<file path="src/rtl/mlc_pkg.sv">
package mlc_pkg;

    localparam int ST_W  = 5;
    localparam int EV_W  = 5;
    localparam int NUM_ST = 18;

    typedef enum logic [ST_W-1:0] {
        ST_I           = 5'd0,
        ST_SU          = 5'd1,
        ST_SO          = 5'd2,
        ST_EU          = 5'd3,
        ST_EO          = 5'd4,
        ST_MU          = 5'd5,
        ST_MO          = 5'd6,
        ST_RD_WAIT     = 5'd7,
        ST_EX_WAIT     = 5'd8,
        ST_UPG_WAIT    = 5'd9,
        ST_RD_WAIT_INV = 5'd10,
        ST_WB_WAIT     = 5'd11,
        ST_WB_SINK     = 5'd12,
        ST_SU_DRAIN    = 5'd13,
        ST_EU_DRAIN    = 5'd14,
        ST_MU_DRAIN    = 5'd15,
        ST_MO_DRAIN    = 5'd16,
        ST_UPG_DRAIN   = 5'd17
    } lstate_t;

    typedef enum logic [EV_W-1:0] {
        EV_LOAD      = 5'd0,
        EV_STORE     = 5'd1,
        EV_REPL      = 5'd2,
        EV_UP_WB     = 5'd3,
        EV_UP_ACK    = 5'd4,
        EV_UP_DIRTY  = 5'd5,
        EV_UP_INV    = 5'd6,
        EV_INV       = 5'd7,
        EV_FWD_EX    = 5'd8,
        EV_FWD_RD    = 5'd9,
        EV_DATA      = 5'd10,
        EV_DATA_EXCL = 5'd11,
        EV_DATA_PEER = 5'd12,
        EV_DATA_LAST = 5'd13,
        EV_ACK       = 5'd14,
        EV_ACK_LAST  = 5'd15,
        EV_WB_ACK    = 5'd16
    } levent_t;

    typedef struct packed {
        logic rd_req;
        logic ex_req;
        logic upg_req;
        logic wb_req;
        logic data_to_req;
        logic data_to_dir;
        logic ack_to_req;
        logic unblk;
        logic ex_unblk;
        logic up_data;
        logic up_xdata;
        logic up_stale;
        logic up_inv;
        logic pop_up;
        logic pop_dnreq;
        logic pop_resp;
        logic stall_up;
        logic stall_dnreq;
        logic wake;
        logic trk_alloc;
        logic trk_free;
        logic err;
    } strobe_t;

    // Any miss, writeback or drain in flight: inner requests must wait.
    function automatic logic is_transient(input lstate_t s);
        return (s >= ST_RD_WAIT);
    endfunction

    // Inner copy being withdrawn: directory requests must wait.
    function automatic logic is_drain(input lstate_t s);
        return (s >= ST_SU_DRAIN);
    endfunction

endpackage

</file>
<file path="src/rtl/mlc_state_bank.sv">
module mlc_state_bank
    import mlc_pkg::*;
#(
    parameter int NUM_LINES = 8,
    parameter int LINE_W    = $clog2(NUM_LINES)
) (
    input  logic              clk,
    input  logic              rst,
    input  logic              we,
    input  logic [LINE_W-1:0] idx,
    input  lstate_t           wval,
    output lstate_t           rval
);

    lstate_t st [NUM_LINES];

    generate
        for (genvar g = 0; g < NUM_LINES; g++) begin : g_line
            always_ff @(posedge clk) begin
                if (rst)
                    st[g] <= ST_I;
                else if (we && idx == LINE_W'(g))
                    st[g] <= wval;
            end
        end
    endgenerate

    assign rval = st[idx];

endmodule

</file>
<file path="src/rtl/mlc_step.sv">
module mlc_step
    import mlc_pkg::*;
(
    input  lstate_t          cur,
    input  logic [EV_W-1:0]  kind,
    output lstate_t          nxt,
    output strobe_t          act
);

    levent_t ev;
    logic    ok;
    logic    up_req_ev;
    logic    dn_req_ev;

    always_comb begin
        ev        = levent_t'(kind);
        nxt       = cur;
        act       = '0;
        ok        = 1'b1;
        up_req_ev = (ev == EV_LOAD) || (ev == EV_STORE) || (ev == EV_REPL);
        dn_req_ev = (ev == EV_INV) || (ev == EV_FWD_EX) || (ev == EV_FWD_RD);

        if (is_transient(cur) && up_req_ev) begin
            act.stall_up = 1'b1;
        end else if (is_drain(cur) && dn_req_ev) begin
            act.stall_dnreq = 1'b1;
        end else begin
            case (cur)
                ST_I: case (ev)
                    EV_LOAD:  begin nxt = ST_RD_WAIT; act.trk_alloc = 1'b1; act.rd_req = 1'b1; act.pop_up = 1'b1; end
                    EV_STORE: begin nxt = ST_EX_WAIT; act.trk_alloc = 1'b1; act.ex_req = 1'b1; act.pop_up = 1'b1; end
                    EV_INV:   begin act.ack_to_req = 1'b1; act.pop_dnreq = 1'b1; end
                    default:  ok = 1'b0;
                endcase
                ST_SU, ST_SO: case (ev)
                    EV_LOAD:   begin nxt = ST_SU; act.up_data = 1'b1; act.pop_up = 1'b1; end
                    EV_STORE:  begin nxt = ST_UPG_WAIT; act.trk_alloc = 1'b1; act.upg_req = 1'b1; act.pop_up = 1'b1; end
                    EV_UP_INV: if (cur == ST_SU) begin nxt = ST_SU_DRAIN; act.up_inv = 1'b1; end else ok = 1'b0;
                    EV_REPL:   if (cur == ST_SO) begin nxt = ST_I; act.trk_free = 1'b1; end else ok = 1'b0;
                    EV_INV:    if (cur == ST_SO) begin nxt = ST_I; act.ack_to_req = 1'b1; act.trk_free = 1'b1; act.pop_dnreq = 1'b1; end else ok = 1'b0;
                    default:   ok = 1'b0;
                endcase
                ST_EU, ST_MU: case (ev)
                    EV_UP_WB:  begin nxt = ST_MO; act.pop_up = 1'b1; end
                    EV_UP_INV: begin nxt = (cur == ST_EU) ? ST_EU_DRAIN : ST_MU_DRAIN; act.up_inv = 1'b1; end
                    default:   ok = 1'b0;
                endcase
                ST_EO, ST_MO: case (ev)
                    EV_LOAD:   begin nxt = (cur == ST_EO) ? ST_EU : ST_MU; act.up_xdata = 1'b1; act.pop_up = 1'b1; end
                    EV_STORE:  begin nxt = ST_MU; act.up_xdata = 1'b1; act.pop_up = 1'b1; end
                    EV_REPL:   begin nxt = ST_WB_WAIT; act.trk_alloc = 1'b1; act.wb_req = 1'b1; act.trk_free = 1'b1; end
                    EV_FWD_EX: begin nxt = ST_I; act.data_to_req = 1'b1; act.trk_free = 1'b1; act.pop_dnreq = 1'b1; end
                    EV_FWD_RD: begin nxt = ST_SO; act.data_to_req = 1'b1; act.data_to_dir = 1'b1; act.pop_dnreq = 1'b1; end
                    EV_INV:    begin
                        nxt = ST_I; act.trk_free = 1'b1; act.pop_dnreq = 1'b1;
                        if (cur == ST_MO) act.data_to_dir = 1'b1; else act.ack_to_req = 1'b1;
                    end
                    EV_UP_INV: if (cur == ST_MO) begin nxt = ST_MO_DRAIN; act.up_inv = 1'b1; end else ok = 1'b0;
                    default:   ok = 1'b0;
                endcase
                ST_WB_WAIT, ST_WB_SINK: case (ev)
                    EV_WB_ACK: begin nxt = ST_I; act.pop_resp = 1'b1; act.wake = 1'b1; act.trk_free = 1'b1; end
                    EV_INV, EV_FWD_EX, EV_FWD_RD:
                        if (cur == ST_WB_WAIT) begin
                            nxt = ST_WB_SINK; act.pop_dnreq = 1'b1;
                            act.data_to_dir = (ev != EV_FWD_EX);
                            act.data_to_req = (ev != EV_INV);
                        end else ok = 1'b0;
                    default: ok = 1'b0;
                endcase
                ST_RD_WAIT, ST_RD_WAIT_INV: case (ev)
                    EV_INV: begin nxt = ST_RD_WAIT_INV; act.ack_to_req = 1'b1; act.pop_dnreq = 1'b1; end
                    EV_DATA_LAST, EV_DATA_PEER: begin
                        act.pop_resp = 1'b1; act.wake = 1'b1; act.trk_free = 1'b1;
                        act.unblk = (ev == EV_DATA_PEER);
                        if (cur == ST_RD_WAIT) begin nxt = ST_SU; act.up_data = 1'b1; end
                        else begin nxt = ST_I; act.up_stale = 1'b1; end
                    end
                    EV_DATA_EXCL: begin
                        nxt = ST_EU; act.up_xdata = 1'b1; act.ex_unblk = 1'b1;
                        act.pop_resp = 1'b1; act.wake = 1'b1; act.trk_free = 1'b1;
                    end
                    default: ok = 1'b0;
                endcase
                ST_EX_WAIT, ST_UPG_WAIT: case (ev)
                    EV_INV:  begin nxt = ST_EX_WAIT; act.ack_to_req = 1'b1; act.pop_dnreq = 1'b1; end
                    EV_DATA: if (cur == ST_EX_WAIT) begin nxt = ST_UPG_WAIT; act.pop_resp = 1'b1; end else ok = 1'b0;
                    EV_ACK:  if (cur == ST_UPG_WAIT) act.pop_resp = 1'b1; else ok = 1'b0;
                    EV_UP_INV: if (cur == ST_UPG_WAIT) begin nxt = ST_UPG_DRAIN; act.up_inv = 1'b1; end else ok = 1'b0;
                    EV_DATA_LAST, EV_ACK_LAST:
                        if (ev == EV_DATA_LAST || cur == ST_UPG_WAIT) begin
                            nxt = ST_MU; act.up_xdata = 1'b1; act.ex_unblk = 1'b1;
                            act.pop_resp = 1'b1; act.wake = 1'b1; act.trk_free = 1'b1;
                        end else ok = 1'b0;
                    default: ok = 1'b0;
                endcase
                ST_SU_DRAIN, ST_EU_DRAIN, ST_MU_DRAIN, ST_MO_DRAIN, ST_UPG_DRAIN: case (ev)
                    EV_UP_ACK: begin
                        act.pop_up = 1'b1;
                        case (cur)
                            ST_SU_DRAIN: nxt = ST_SO;
                            ST_EU_DRAIN: nxt = ST_EO;
                            ST_UPG_DRAIN: nxt = ST_EX_WAIT;
                            default:     nxt = ST_MO;
                        endcase
                    end
                    EV_UP_DIRTY:
                        if (cur == ST_EU_DRAIN || cur == ST_MU_DRAIN) begin
                            nxt = ST_MO; act.pop_up = 1'b1;
                        end else ok = 1'b0;
                    default: ok = 1'b0;
                endcase
                default: ok = 1'b0;
            endcase
        end

        if (!ok) begin
            act     = '0;
            act.err = 1'b1;
            nxt     = cur;
        end
    end

endmodule

</file>
<file path="src/rtl/mlc_strobe_reg.sv">
module mlc_strobe_reg
    import mlc_pkg::*;
(
    input  logic    clk,
    input  logic    rst,
    input  logic    valid,
    input  strobe_t d,
    output strobe_t q
);

    always_ff @(posedge clk) begin
        if (rst)
            q <= '0;
        else if (valid)
            q <= d;
        else
            q <= '0;
    end

endmodule

</file>
<file path="src/rtl/mlc_line_ctrl.sv">
module mlc_line_ctrl
    import mlc_pkg::*;
#(
    parameter int NUM_LINES = 8,
    parameter int LINE_W    = $clog2(NUM_LINES)
) (
    input  logic              clk,
    input  logic              rst,
    input  logic              ev_valid,
    input  logic [LINE_W-1:0] ev_line,
    input  logic [EV_W-1:0]   ev_kind,
    output logic [ST_W-1:0]   line_state,
    output logic              rd_req,
    output logic              ex_req,
    output logic              upg_req,
    output logic              wb_req,
    output logic              data_to_req,
    output logic              data_to_dir,
    output logic              ack_to_req,
    output logic              unblk,
    output logic              ex_unblk,
    output logic              up_data,
    output logic              up_xdata,
    output logic              up_stale,
    output logic              up_inv,
    output logic              pop_up,
    output logic              pop_dnreq,
    output logic              pop_resp,
    output logic              stall_up,
    output logic              stall_dnreq,
    output logic              wake,
    output logic              trk_alloc,
    output logic              trk_free,
    output logic              ev_err
);

    lstate_t cur_st;
    lstate_t nxt_st;
    strobe_t act_d;
    strobe_t act_q;

    mlc_state_bank #(.NUM_LINES(NUM_LINES), .LINE_W(LINE_W)) u_bank (
        .clk  (clk),
        .rst  (rst),
        .we   (ev_valid),
        .idx  (ev_line),
        .wval (nxt_st),
        .rval (cur_st)
    );

    mlc_step u_step (
        .cur  (cur_st),
        .kind (ev_kind),
        .nxt  (nxt_st),
        .act  (act_d)
    );

    mlc_strobe_reg u_sreg (
        .clk   (clk),
        .rst   (rst),
        .valid (ev_valid),
        .d     (act_d),
        .q     (act_q)
    );

    assign line_state  = cur_st;
    assign rd_req      = act_q.rd_req;
    assign ex_req      = act_q.ex_req;
    assign upg_req     = act_q.upg_req;
    assign wb_req      = act_q.wb_req;
    assign data_to_req = act_q.data_to_req;
    assign data_to_dir = act_q.data_to_dir;
    assign ack_to_req  = act_q.ack_to_req;
    assign unblk       = act_q.unblk;
    assign ex_unblk    = act_q.ex_unblk;
    assign up_data     = act_q.up_data;
    assign up_xdata    = act_q.up_xdata;
    assign up_stale    = act_q.up_stale;
    assign up_inv      = act_q.up_inv;
    assign pop_up      = act_q.pop_up;
    assign pop_dnreq   = act_q.pop_dnreq;
    assign pop_resp    = act_q.pop_resp;
    assign stall_up    = act_q.stall_up;
    assign stall_dnreq = act_q.stall_dnreq;
    assign wake        = act_q.wake;
    assign trk_alloc   = act_q.trk_alloc;
    assign trk_free    = act_q.trk_free;
    assign ev_err      = act_q.err;

endmodule

</file>
<file path="config.mk">
export PLATFORM = sky130hd
export DESIGN_NAME = mlc_line_ctrl
export DESIGN_NICKNAME = d
export VERILOG_FILES = /design/src/rtl/mlc_pkg.sv /design/src/rtl/mlc_state_bank.sv /design/src/rtl/mlc_step.sv /design/src/rtl/mlc_strobe_reg.sv /design/src/rtl/mlc_line_ctrl.sv
export SDC_FILE = /design/constraint.sdc
export NUM_CORES = 1
export LEC_CHECK = 0
export BUFFER_PORTS_ARGS = -buffer_cell sky130_fd_sc_hd__buf_4
export CELL_PAD_IN_SITES_DETAIL_PLACEMENT = 0
export CELL_PAD_IN_SITES_GLOBAL_PLACEMENT = 1
export CORE_MARGIN = 8
export CORE_UTILIZATION = 41
export DETAILED_ROUTE_END_ITERATION = 8
export PLACE_DENSITY_LB_ADDON = 0.25
export SYNTH_ARGS = -nofsm -noshare
export SYNTH_HDL_FRONTEND = slang
export SYNTH_SLANG_ARGS = --single-unit
</file>
<file path="constraint.sdc">
create_clock -name clk -period 2.85 [get_ports clk]
set_clock_uncertainty 0.15 [all_clocks]
set_input_delay 0.1425 -clock clk [delete_from_list [all_inputs] [get_ports clk]]
set_output_delay 0.1425 -clock clk [all_outputs]
set_load 0.02 [all_outputs]
</file>
==> reports/metrics.cfg <==
[status]
status=finished, violations left
violations=setup timing

[floorplan]
row_count=36
initial_core_util_pct=41.60
core_area_sq_um=9594
num_io_pins=38
die_width_um=114.7
die-area_sq_um=13150
dieHeight_um=114.7

[critical_path]
path_class=flop to flop
r2r_cells=13
cp_max_fo=10
crit_arrival_ns=3.21
cp-start-kind=flop
critPathCaptureType=flop
required_ns=2.80

[final_layout]
layout_commonest_cell=buf_4
finish.net_count=646
final_area_sq_um=6187
seqCellArea_sq_um=1642
antennaDiodeCount=0
drive_above_1_share_pct=45.47
layout_common_cells=176 x buf_4, 68 x nor2_1, 40 x edfxtp_1
syn2layout_area_growth_pct=55.02
multi_input_area_sq_um=2479
fill_cells=833

[drt]
dr.pass1.iters=6
detail-route-antenna-nets=0
drt_iter0_drc=382
drcViolationCount=0
vias_per_cell=5.812
vias=4493
wirelength_um=16380
wl_per_cell_um=21.19

[pwr]
vdd_ir_drop_max_uv=210.9
p_leak_nw=2.511
power_density_nw_per_um2=432.9

[clock_tree]
tritoncts=built
cts_buffers=9
cts_buffer_depth=2
clk_latency_ns=0.36
cts.sinks=62
ctsRootBufferMaster=clkbuf_8
cts.htree.levels=3
path_clk_slew_ns=0.08

[worst_hold_path]
min_path_cells=3
hold_path.class=primary input to flop

[grt]
antenna_found_initial=0
grt_start_max_net_pins=26
busiest_layer=met2
grt_pass1_wl_um=25710
use_met3_pct=6.329
grt_usage_pct=25.91
gr-usage-met2_pct=41.98
grt_overflow=0
grt_pass1_vias=4613
grt.met1_usage_pct=31.67

[job]
drv_cap=0

[yosys]
synth_edf_count=40
syn-num-nets=468
synth_area_leaders=edfxtp_1 30%, dfxtp_1 11%, nor2_1 7.6%, nand3_1 3.5%, nand2_1 3.5%
ys_seq_area_share_pct=41.13
synth-seq-cells=62
syn-instance-count=457
ys.flop_type=edfxtp_1
synth.yosys.warnings=0
yosys.area.top_type=edfxtp_1
avgSynthCellArea_sq_um=8.734
synthArstFlopShare_pct=0
yosysUniqueCellTypes=69
netlist_area_sq_um=3991
synth_top_area_share_pct=30.09

[sta]
tightest_slew_ns=0.8658
setup_viol=60
slew_viol_final=0
period_needed_ns=3.257
fin_crit_sh_pct=114.3
maxSlewHeadroom_pct=42.16
final.hold.worst_slack_ns=0.03578
rsz0062_at_grt=yes
fmax_mhz=307.0
setup_ws_ns=-0.4070
finalHoldViolations=0

[placed_design]
pre_cts_ws_ns=-0.6241
gp_congestion=0.9814
port_buffers=37
placed_cell_area_sq_um=5364
dp_hpwl_um=12170

## cell usage after synthesis (all sizes together) (4+ instances only)
cell / instances
a2111oi: 4
a21oi: 18
a221oi: 4
o2111ai: 5
nand2: 37
a22oi: 8
a21o: 7
nor2: 81
mux2: 4
inv: 5
mux2i: 12
o21ai: 15
nand2b: 8
nor2b: 12
a211oi: 7
buf: 17
dfxtp: 22
a211o: 5
o211ai: 5
a31o: 4
nor3: 20
nor4: 11
o31ai: 7
edfxtp: 40
nand3: 28
clkbuf: 19
and3: 5
a31oi: 8
## per-layer routing
metal / vias to the layer above / share of wire, %
li1: 2080 / -
met1: 2151 / 41
met2: 215 / 48
met3: 47 / 7.7
met4: 0 / 3.2
met5: - / 0
## path summary, 6_finish.rpt
| check | end | from | slack (ns) |
|---|---|---|---|
| hold reg to reg | u_sreg.q[15] | u_bank.st[3][3] | 0.97 |
| hold / removal | u_sreg.q[4] | ev_valid | 0.04 |
| setup / recovery | u_bank.st[4][3] | u_bank.st[3][2] | -0.41 |
| setup reg to reg | u_bank.st[4][3] | u_bank.st[3][2] | -0.41 |
## state kept, by name, indices dropped and copies added (netlist names)
name	flops
u_bank.st	40
u_sreg.q	22
## cell type report
type | count | area share [%]
multi-input cells | 351 | 40.06
flip-flops and latches | 62 | 26.53
well taps | 133 | 2.690
clock inverters | 7 | 0.8089
inverters | 8 | 0.8898
repair buffers | 203 | 27.02
clock buffers | 9 | 2.002
## repair_timing
| action | 4_1_cts | 5_1_grt |
|---|---|---|
| buffers inserted | 22 | 3 |
| hold buffers | 1 | 0 |
| setup endpoints to repair | 60 | 60 |
| gates resized for setup | 72 | 18 |
| cloned | 0 | 1 |
| hold endpoints to repair | 1 | 0 |
| pin swaps | 36 | 9 |
## cell families (layout without fill, tap and decap cells)
| group | after synthesis | in the layout | share of synthesized area (%) |
|---|---|---|---|
| compound gates | 117 | 117 | 22.85 |
| buf+inv | 44 | 227 | 5.799 |
| simple gates | 216 | 216 | 25.64 |
| xor+xnor | 2 | 2 | 0.4390 |
| mux | 16 | 16 | 4.138 |
| flops | 62 | 62 | 41.13 |
## where the power goes
group | leakage (nW) | total (mW) | switching [mW] | internal (mW)
sequential | 0.594 | 0.997 | 0.0120 | 0.985
combinational | 1.84 | 0.969 | 0.541 | 0.429
clock | 0.0816 | 0.712 | 0.396 | 0.316
## worst max-delay path, cell delays in order, from the launching register on
cell and delay [ns]:
edfxtp_1 0.41, mux2_2 0.29, o22ai_1 0.13, a211o_2 0.26, buf_4 0.24, nor3_1 0.07, buf_4 0.16, buf_4 0.13
and3_1 0.16, o21ai_1 0.21, o2111ai_2 0.20, a221oi_4 0.32, buf_6 0.20, nor2_1 0.06
## stage by stage
stage	TNS, ns	instances	util [%]	power (mW)
final	-17.26	773	64.49	2.678
after global placement	-33.57	731	55.91	1.795
after detailed placement	-28.54	731	55.91	1.793
after CTS	-13.49	770	63.39	2.639
after global routing	-22.88	773	64.49	2.773
after floorplan	-1.689	457	-	1.421
(Power assumes the default switching activity.)
